### src/rtl/cfg_port_pkg.sv
package cfg_port_pkg;

  localparam int BYTE_W   = 8;
  localparam int ID_W     = 6;
  localparam int VOL_W    = 6;
  localparam int FMT_W    = 3;
  localparam int RATIO_W  = 2;
  localparam int DEEM_W   = 2;

  typedef enum logic [1:0] {
    BANK_DATA = 2'b00,
    BANK_RSVA = 2'b01,
    BANK_STAT = 2'b10,
    BANK_RSVB = 2'b11
  } bank_e;

  typedef struct packed {
    logic [RATIO_W-1:0] ratio;
    logic [FMT_W-1:0]   fmt;
    logic [VOL_W-1:0]   vol;
    logic [DEEM_W-1:0]  deem;
    logic               mute;
  } cfg_t;

  localparam logic [RATIO_W-1:0] RATIO_RSVD = 2'b11;
  localparam logic [FMT_W-1:0]   FMT_MAX    = 3'b100;

  localparam cfg_t CFG_RESET = '{
    ratio: 2'b10,
    fmt:   3'b000,
    vol:   6'd0,
    deem:  2'b00,
    mute:  1'b0
  };

endpackage

### src/rtl/cfg_line_sync.sv
module cfg_line_sync #(
  parameter int STAGES = 2,
  parameter int LINES  = 3
) (
  input  logic             clk,
  input  logic             rst_n,
  input  logic [LINES-1:0] din,
  output logic [LINES-1:0] dout
);

  for (genvar g = 0; g < LINES; g++) begin : g_line
    logic [STAGES-1:0] chain;
    always_ff @(posedge clk or negedge rst_n) begin
      if (!rst_n) chain <= '0;
      else        chain <= {chain[STAGES-2:0], din[g]};
    end
    assign dout[g] = chain[STAGES-1];
  end

endmodule

### src/rtl/cfg_byte_rx.sv
module cfg_byte_rx
  import cfg_port_pkg::*;
(
  input  logic              clk,
  input  logic              rst_n,
  input  logic              s_clk,
  input  logic              s_dat,
  input  logic              s_mode,
  output logic              byte_vld,
  output logic [BYTE_W-1:0] byte_q,
  output logic              byte_mode
);

  localparam int CNT_W = $clog2(BYTE_W);
  localparam logic [CNT_W-1:0] LAST = CNT_W'(BYTE_W - 1);

  logic              clk_q;
  logic              mode_q;
  logic [CNT_W-1:0]  cnt;
  logic [BYTE_W-1:0] shreg;
  logic              rise;
  logic              mode_chg;
  logic [BYTE_W-1:0] shnext;

  assign rise     = s_clk & ~clk_q;
  assign mode_chg = s_mode ^ mode_q;
  assign shnext   = {s_dat, shreg[BYTE_W-1:1]};

  always_ff @(posedge clk or negedge rst_n) begin
    if (!rst_n) begin
      clk_q     <= 1'b0;
      mode_q    <= 1'b0;
      cnt       <= '0;
      shreg     <= '0;
      byte_vld  <= 1'b0;
      byte_q    <= '0;
      byte_mode <= 1'b0;
    end else begin
      clk_q    <= s_clk;
      mode_q   <= s_mode;
      byte_vld <= 1'b0;
      if (mode_chg) begin
        cnt <= '0;
      end else if (rise) begin
        shreg <= shnext;
        if (cnt == LAST) begin
          cnt       <= '0;
          byte_vld  <= 1'b1;
          byte_q    <= shnext;
          byte_mode <= s_mode;
        end else begin
          cnt <= cnt + 1'b1;
        end
      end
    end
  end

  AST_VLD_SINGLE: assert property (@(posedge clk) disable iff (!rst_n)
    byte_vld |=> !byte_vld);

  AST_MODE_CHG_NO_BYTE: assert property (@(posedge clk) disable iff (!rst_n)
    mode_chg |=> !byte_vld);

endmodule

### src/rtl/cfg_regs.sv
module cfg_regs
  import cfg_port_pkg::*;
#(
  parameter logic [ID_W-1:0] DEV_ID = 6'b000101
) (
  input  logic              clk,
  input  logic              rst_n,
  input  logic              byte_vld,
  input  logic [BYTE_W-1:0] byte_q,
  input  logic              byte_mode,
  output cfg_t              cfg
);

  logic  sel;
  bank_e bank;
  cfg_t  cfg_nxt;
  logic  wr_data;

  assign wr_data = byte_vld & byte_mode & sel;

  always_comb begin
    cfg_nxt = cfg;
    if (wr_data) begin
      unique case (bank)
        BANK_STAT: begin
          if (!byte_q[7]) begin
            if (byte_q[5:4] != RATIO_RSVD) cfg_nxt.ratio = byte_q[5:4];
            if (byte_q[3:1] <= FMT_MAX)    cfg_nxt.fmt   = byte_q[3:1];
          end
        end
        BANK_DATA: begin
          unique case (byte_q[7:6])
            2'b00: cfg_nxt.vol = byte_q[5:0];
            2'b10: begin
              cfg_nxt.deem = byte_q[4:3];
              cfg_nxt.mute = byte_q[2];
            end
            2'b11: begin
              if (byte_q[5:0] == 6'd1) begin
                cfg_nxt.vol  = CFG_RESET.vol;
                cfg_nxt.deem = CFG_RESET.deem;
                cfg_nxt.mute = CFG_RESET.mute;
              end
            end
            default: ;
          endcase
        end
        default: ;
      endcase
    end
  end

  always_ff @(posedge clk or negedge rst_n) begin
    if (!rst_n) begin
      sel  <= 1'b0;
      bank <= BANK_DATA;
      cfg  <= CFG_RESET;
    end else begin
      cfg <= cfg_nxt;
      if (byte_vld && !byte_mode) begin
        sel  <= (byte_q[7:2] == DEV_ID);
        bank <= bank_e'(byte_q[1:0]);
      end
    end
  end

  AST_RATIO_LEGAL: assert property (@(posedge clk) disable iff (!rst_n)
    cfg.ratio != RATIO_RSVD);

  AST_HOLD_NO_BYTE: assert property (@(posedge clk) disable iff (!rst_n)
    !byte_vld |=> $stable(cfg));

  AST_ADDR_NO_CFG: assert property (@(posedge clk) disable iff (!rst_n)
    (byte_vld && !byte_mode) |=> $stable(cfg));

  AST_DESEL_HOLD: assert property (@(posedge clk) disable iff (!rst_n)
    (byte_vld && byte_mode && !sel) |=> $stable(cfg));

  AST_RSV_BANK_HOLD: assert property (@(posedge clk) disable iff (!rst_n)
    (byte_vld && byte_mode && bank[0]) |=> $stable(cfg));

  AST_STAT_HI_IGNORED: assert property (@(posedge clk) disable iff (!rst_n)
    (byte_vld && byte_mode && bank == BANK_STAT && byte_q[7]) |=> $stable(cfg));

endmodule

### src/rtl/cfg_ctrl_slave.sv
module cfg_ctrl_slave
  import cfg_port_pkg::*;
#(
  parameter int               SYNC_STAGES = 2,
  parameter logic [ID_W-1:0]  DEV_ID      = 6'b000101
) (
  input  logic               clk,
  input  logic               rst_n,
  input  logic               ctl_clk_i,
  input  logic               ctl_dat_i,
  input  logic               ctl_mode_i,
  output logic [RATIO_W-1:0] clk_ratio_o,
  output logic [FMT_W-1:0]   fmt_o,
  output logic [VOL_W-1:0]   vol_o,
  output logic [DEEM_W-1:0]  deemph_o,
  output logic               mute_o
);

  localparam int NLINES = 3;

  logic [NLINES-1:0] raw_lines;
  logic [NLINES-1:0] syn_lines;
  logic              byte_vld;
  logic [BYTE_W-1:0] byte_q;
  logic              byte_mode;
  cfg_t              cfg;

  assign raw_lines = {ctl_mode_i, ctl_dat_i, ctl_clk_i};

  cfg_line_sync #(.STAGES(SYNC_STAGES), .LINES(NLINES)) u_sync (
    .clk  (clk),
    .rst_n(rst_n),
    .din  (raw_lines),
    .dout (syn_lines)
  );

  cfg_byte_rx u_rx (
    .clk      (clk),
    .rst_n    (rst_n),
    .s_clk    (syn_lines[0]),
    .s_dat    (syn_lines[1]),
    .s_mode   (syn_lines[2]),
    .byte_vld (byte_vld),
    .byte_q   (byte_q),
    .byte_mode(byte_mode)
  );

  cfg_regs #(.DEV_ID(DEV_ID)) u_regs (
    .clk      (clk),
    .rst_n    (rst_n),
    .byte_vld (byte_vld),
    .byte_q   (byte_q),
    .byte_mode(byte_mode),
    .cfg      (cfg)
  );

  assign clk_ratio_o = cfg.ratio;
  assign fmt_o       = cfg.fmt;
  assign vol_o       = cfg.vol;
  assign deemph_o    = cfg.deem;
  assign mute_o      = cfg.mute;

endmodule

### config.mk
export PLATFORM = sky130hd
export DESIGN_NAME = cfg_ctrl_slave
export DESIGN_NICKNAME = d
export VERILOG_FILES = /design/src/rtl/cfg_port_pkg.sv /design/src/rtl/cfg_line_sync.sv /design/src/rtl/cfg_byte_rx.sv /design/src/rtl/cfg_regs.sv /design/src/rtl/cfg_ctrl_slave.sv
export SDC_FILE = /design/constraint.sdc
export NUM_CORES = 1
export LEC_CHECK = 0
export BUFFER_PORTS_ARGS = -buffer_cell sky130_fd_sc_hd__buf_2
export CAP_MARGIN = 40
export CORE_ASPECT_RATIO = 2
export CORE_MARGIN = 5
export CORE_UTILIZATION = 55
export CTS_BUF_LIST = sky130_fd_sc_hd__clkbuf_16
export DETAILED_ROUTE_END_ITERATION = 16
export GPL_ROUTABILITY_DRIVEN = 1
export PLACE_DENSITY = 0.75
export SLEW_MARGIN = 25
export SYNTH_ARGS = -nofsm -noshare
export SYNTH_HDL_FRONTEND = slang
export SYNTH_SLANG_ARGS = --single-unit
### constraint.sdc
create_clock -name clk -period 2.2 [get_ports clk]
set_clock_uncertainty 0.1 [all_clocks]
set_input_delay 0.22 -clock clk [delete_from_list [all_inputs] [get_ports clk]]
set_output_delay 0.22 -clock clk [all_outputs]
set_load 0.02 [all_outputs]
Yosys cells after proc, flatten, opt, wreduce, memory -nomap -nowiden. Cells that the tools add are included.

Output and inout bits: 14. Flip-flop bits (word level): 46. Word-level logic and storage cells: 56.

Reduce and logical (&&, ||, !) cells: 13. Eq/ne operators: 8. Mux-type cells: 9. $add $sub $neg: 1. Magnitude comparators: 1. Bitwise logic cells: 7.

Operator list (count): 4-bit AND reduction (4); 6-bit one-hot mux with 2 select lines (1); 3-bit two-way mux (3); 9-bit two-way mux (1); 2-bit == test (second input constant) (3); 6-bit by 1-bit == test with 1-bit output (second input constant) (1); 6-bit by 3-bit == test with 1-bit output (second input constant) (1); 3-bit one-hot mux with 2 select lines (1); 2-bit nonzero test (3); 2-bit logical NOT (2); 3-bit by 1-bit adder with 3-bit output (second input constant) (1); 1-bit AND (3); 3-bit == test (second input constant) (1); 3-bit less-or-equal comparator (second input constant) (1); 1-bit two-way mux (3); 1-bit NOT (3); 3-bit AND reduction (1); 2-bit by 1-bit inequality test with 1-bit output (second input constant) (1); 2-bit inequality test (second input constant) (1); 2-bit AND reduction (1); 1-bit logical AND (1); 1-bit logical NOT (1); 1-bit XOR (1).

Longest topological paths before layout.
Depth in word-level cells: 4. Gate-level depth with buffers: 5. Depth with buffers taken out: 5.

Hierarchy. From an unflattened synthesis, not the netlist that was laid out.

Cells, all modules: 151. Area total of the unflattened synthesis: 1936.9 um^2.

By module, submodules not included: cfg_regs (sequential area each 426.7 um^2, instances 1, area an instance 905.9 um^2, cells an instance 88); cfg_byte_rx (sequential area each 550.5 um^2, instances 1, area an instance 858.3 um^2, cells an instance 54); cfg_line_sync (sequential area each 150.1 um^2, instances 1, area an instance 172.7 um^2, cells an instance 9).

Worst setup path after synthesis. OpenSTA, ideal clock, no wires.

Kind: register -> register. Start: register u_rx.cnt[0]. End: register u_rx.byte_mode. Setup slack: 603 ps. Buffers on the path: 0. Clock period less this slack: 1597 ps. Cell stages (with the launch flop): 5. Arrival time: 1372 ps. Path through: dfrtp_1 -> ha_1 -> ha_1 -> nand3_1 -> mux2_2.

Longest elaborated chain between the ends: 2.

RTL lines: start, declared (RTL line cfg_byte_rx.sv:19) `logic [CNT_W-1:0] cnt;`; start signal, assigned (RTL line cfg_byte_rx.sv:52) `cnt <= cnt + 1'b1;`; 3-bit == test (RTL line cfg_byte_rx.sv:46) `if (cnt == LAST) begin`; 3-bit AND reduction (no line); end signal, assigned (RTL line cfg_byte_rx.sv:50) `byte_mode <= s_mode;`; end, declared (RTL line cfg_byte_rx.sv:11) `output logic byte_mode`.

Every way passes these cells. A chain may end at the register's enable or synchronous reset.

Worst setup path after layout.
Start: register u_rx.byte_q[3]. End: register u_regs.cfg[6] (netlist name).

Longest elaborated chain between the ends: 3.

RTL lines: start, declared (RTL line cfg_byte_rx.sv:10) `output logic [BYTE_W-1:0] byte_q,`; start signal, assigned (RTL line cfg_byte_rx.sv:49) `byte_q <= shnext;`; 6-bit by 1-bit == test with 1-bit output (RTL line cfg_regs.sv:39) `if (byte_q[5:0] == 6'd1) begin`; 2-bit by 1-bit inequality test with 1-bit output (no line); 4-bit AND reduction (no line).

Several ways; a longest one is shown, not always the timed one.

==> qor.yml <==
routabilityCongestion: 0.780
maxCapViolCount: 0
setup_tns_ns: 0
synthCells: 151
synth_top_family_by_area: "simple AND/OR/NAND/NOR gates"
synthTopCellsByArea: "dfrtp_1 (58%), mux2_2 (11%), a2111oi_0 (2.8%)"
cts.sinks: 45
synthSimpleGateAreaFrac_pct: 14.5
cts_setup_buffers: 0
syn_area_per_cell_um2: 12.6
worst_setup_path_end_kind: "flop"
hold_end: "u_sync.g_line[0].chain[1]"
core-area_mm2: 0.00338
first_pass_iters: 6
layout-drive-gt1-share_pct: 30.3
die-area_mm2: 0.00481
synth.net_count: 158
cts_made_buffers: 5
crit_required_ns: 2.24
clk_latency_ns: 0.28
track_usage_pct: 16.9
die_x_um: 51.6
cp-start-kind: "flop"
synth_top_area_share_pct: 57.8
slowest_stage: "or4b_4"
port_buffers: 18
hold_violations: 0
r2r-end: "u_regs.cfg[6]"
viasPerCell: 6.10
ys_ff_latch: 45
first_global_vias: 1345
relSlewSlack_pct: 71.2
synth_compound_area_share_pct: 8.02
synthMuxAreaShare_pct: 12.2
path_max_fanout: 8
ys_warn_count: 0
root_buffer: "clkbuf_16"
period_needed_ns: 1.87
gr-total-overflow: 0
die_h_um: 93.2
crit_buf_inv: 0
netlist_area_mm2: 0.00190
crit_chain: "or4b_4 -> nor4_4 -> a2111oi_0"
synth_top_area_cell: "dfrtp_1"
max_stage_delay_ns: 0.59
path_delay_family: "simple AND/OR/NAND/NOR gates"
status: "finished clean"
p_leak_nw: 1.06
wl_per_cell_um: 17.3
power_mw: 1.74
drc: 0
antennaDiodeCount: 0
hp-start: "u_sync.g_line[0].chain[0]"
yosysUniqueCellTypes: 34
cts_tree: "yes"
antenna_found_initial: 0
syn2layout_area_growth_pct: 16.3
routed_wl_mm: 3.63
drt_iter0_markers: 23
fin_crit_sh_pct: 85.0
initial_utilization_pct: 56.4
r2r_slack_ns: 0.33
cp.arrival_ns: 1.91
cellPowerDensity_mw_per_mm2: 784
synth_seq_area_share_pct: 59.2
hold_path_class: "flop to flop"
ant_nets: 0
fmax_mhz: 535
rr_worst_depth: 3
num-nets-final: 184
yosys.area_share.adder_pct: 1.31
vias: 1280
final_cell_mix: "dfrtp_1 (44), mux2_2 (18), buf_2 (18)"
hold_depth: 0
io_pins: 19
cts_max_path_buffers: 2
drv_slew: 0
grt_pass1_wl_mm: 5.96
grt_max_degree: 20
dp_hpwl_mm: 2.62
mostFrequentLayoutCell: "dfrtp_1"
clkTransAtPathRegs_ns: 0.06
worst_pin_slew_ns: 0.430
rsz0062_at_grt: "no"
regToRegStartpoint: "u_rx.byte_q[3]"
crit_type: "flop to flop"
synth_xor_area_share_pct: 0.920
setup_viol: 0
cts_max_level: 2
peakVddDrop_mv: 0.772
rows: 30
-- cells in the mapped netlist --
cell and count:
nor4_4 1, nor2b_1 7, a2bb2oi_1 4, or4b_4 1
nand3_1 4, nor2_1 5, o21ai_0 4, mux2_2 18
or4_1 2, o311ai_0 3, or4bb_1 1, dfrtp_1 44
or3_2 1, clkbuf_2 2, nor4_1 3, o22a_1 1
mux2i_1 3, nand4b_1 1, xnor2_1 1, nand2_1 2
nand3b_1 1, xor2_1 1, a21oi_1 2, clkbuf_1 2
nand2b_1 3, dfstp_2 1, buf_2 3, inv_1 10
ha_1 2, or3_4 1, or2_2 1, buf_1 1
nor3_1 9, a2111oi_0 6
-- metal layers --
| layer | share of wire (%) | routed length [µm] | GRT usage [%] |
|---|---|---|---|
| met5 | 0 | 0 | 0 |
| met3 | 3.8 | 138 | 4.31 |
| met2 | 56 | 2040 | 31.2 |
| met1 | 36 | 1320 | 15.7 |
| met4 | 3.6 | 129 | 10.5 |
-- state kept, by name, summed over array words and instances (netlist names), 2 cells and up --
| name | count |
|---|---|
| u_rx.shreg | 7 |
| u_regs.cfg | 14 |
| u_regs.bank | 2 |
| u_rx.cnt | 3 |
| u_rx.byte_q | 8 |
| u_sync.g_line.chain | 6 |
-- worst max path at each step --
stage                   startpoint        endpoint  slack [ns]  cells past startpoint
floorplan              u_rx.cnt[0]  u_rx.byte_mode        0.60                      4
global placement    u_rx.byte_q[3]   u_regs.cfg[8]        0.42                      3
detailed placement  u_rx.byte_q[3]   u_regs.cfg[6]        0.36                      3
CTS                 u_rx.byte_q[3]   u_regs.cfg[6]        0.35                      3
global route        u_rx.byte_q[3]   u_regs.cfg[6]        0.28                      3
finish              u_rx.byte_q[3]   u_regs.cfg[6]        0.33                      3
-- layout make-up --
cell class              instances  area [µm²]
multi-input cells              88         703
well taps                      32        40.0
clock inverters                 3        13.8
flip-flops and latches         45        1130
fillers                       246        1160
clock buffers                   5         125
inverters                      10        37.5
repair buffers                 27         168
-- report_power, final --
group	switching, mW	leakage (nW)	internal [mW]
Combinational	0.0405	0.392	0.0586
Clock	0.285	0.0748	0.412
Sequential	0.0482	0.594	0.892
-- logic make-up after synthesis --
logic type | Yosys count
compound gates | 20
fa+ha+maj | 2
flops | 45
buf+inv | 18
xor+xnor | 2
simple gates | 43
mux | 21
-- metrics by stage --
| step | utilization (%) | instance area, µm² | setup WS [ns] | hold slack (ns) | std cells |
|---|---|---|---|---|---|
| global route | 65.6 | 2210 | 0.278 | 0.266 | 210 |
| floorplan | - | 1900 | 0.603 | -0.176 | 151 |
| CTS | 65.6 | 2210 | 0.349 | 0.253 | 210 |
| detailed placement | 60.3 | 2040 | 0.358 | 0.0575 | 198 |
| global placement | 60.3 | 2040 | 0.420 | 0.0498 | 198 |
| finish | 65.6 | 2210 | 0.329 | 0.249 | 210 |
-- repair_timing --
| item | CTS | global route |
|---|---|---|
| gates resized for setup | 0 | 0 |
| hold buffers | 4 | 0 |
| hold endpoints to repair | 19 | 0 |
Power figures use the tool's default switching activity.
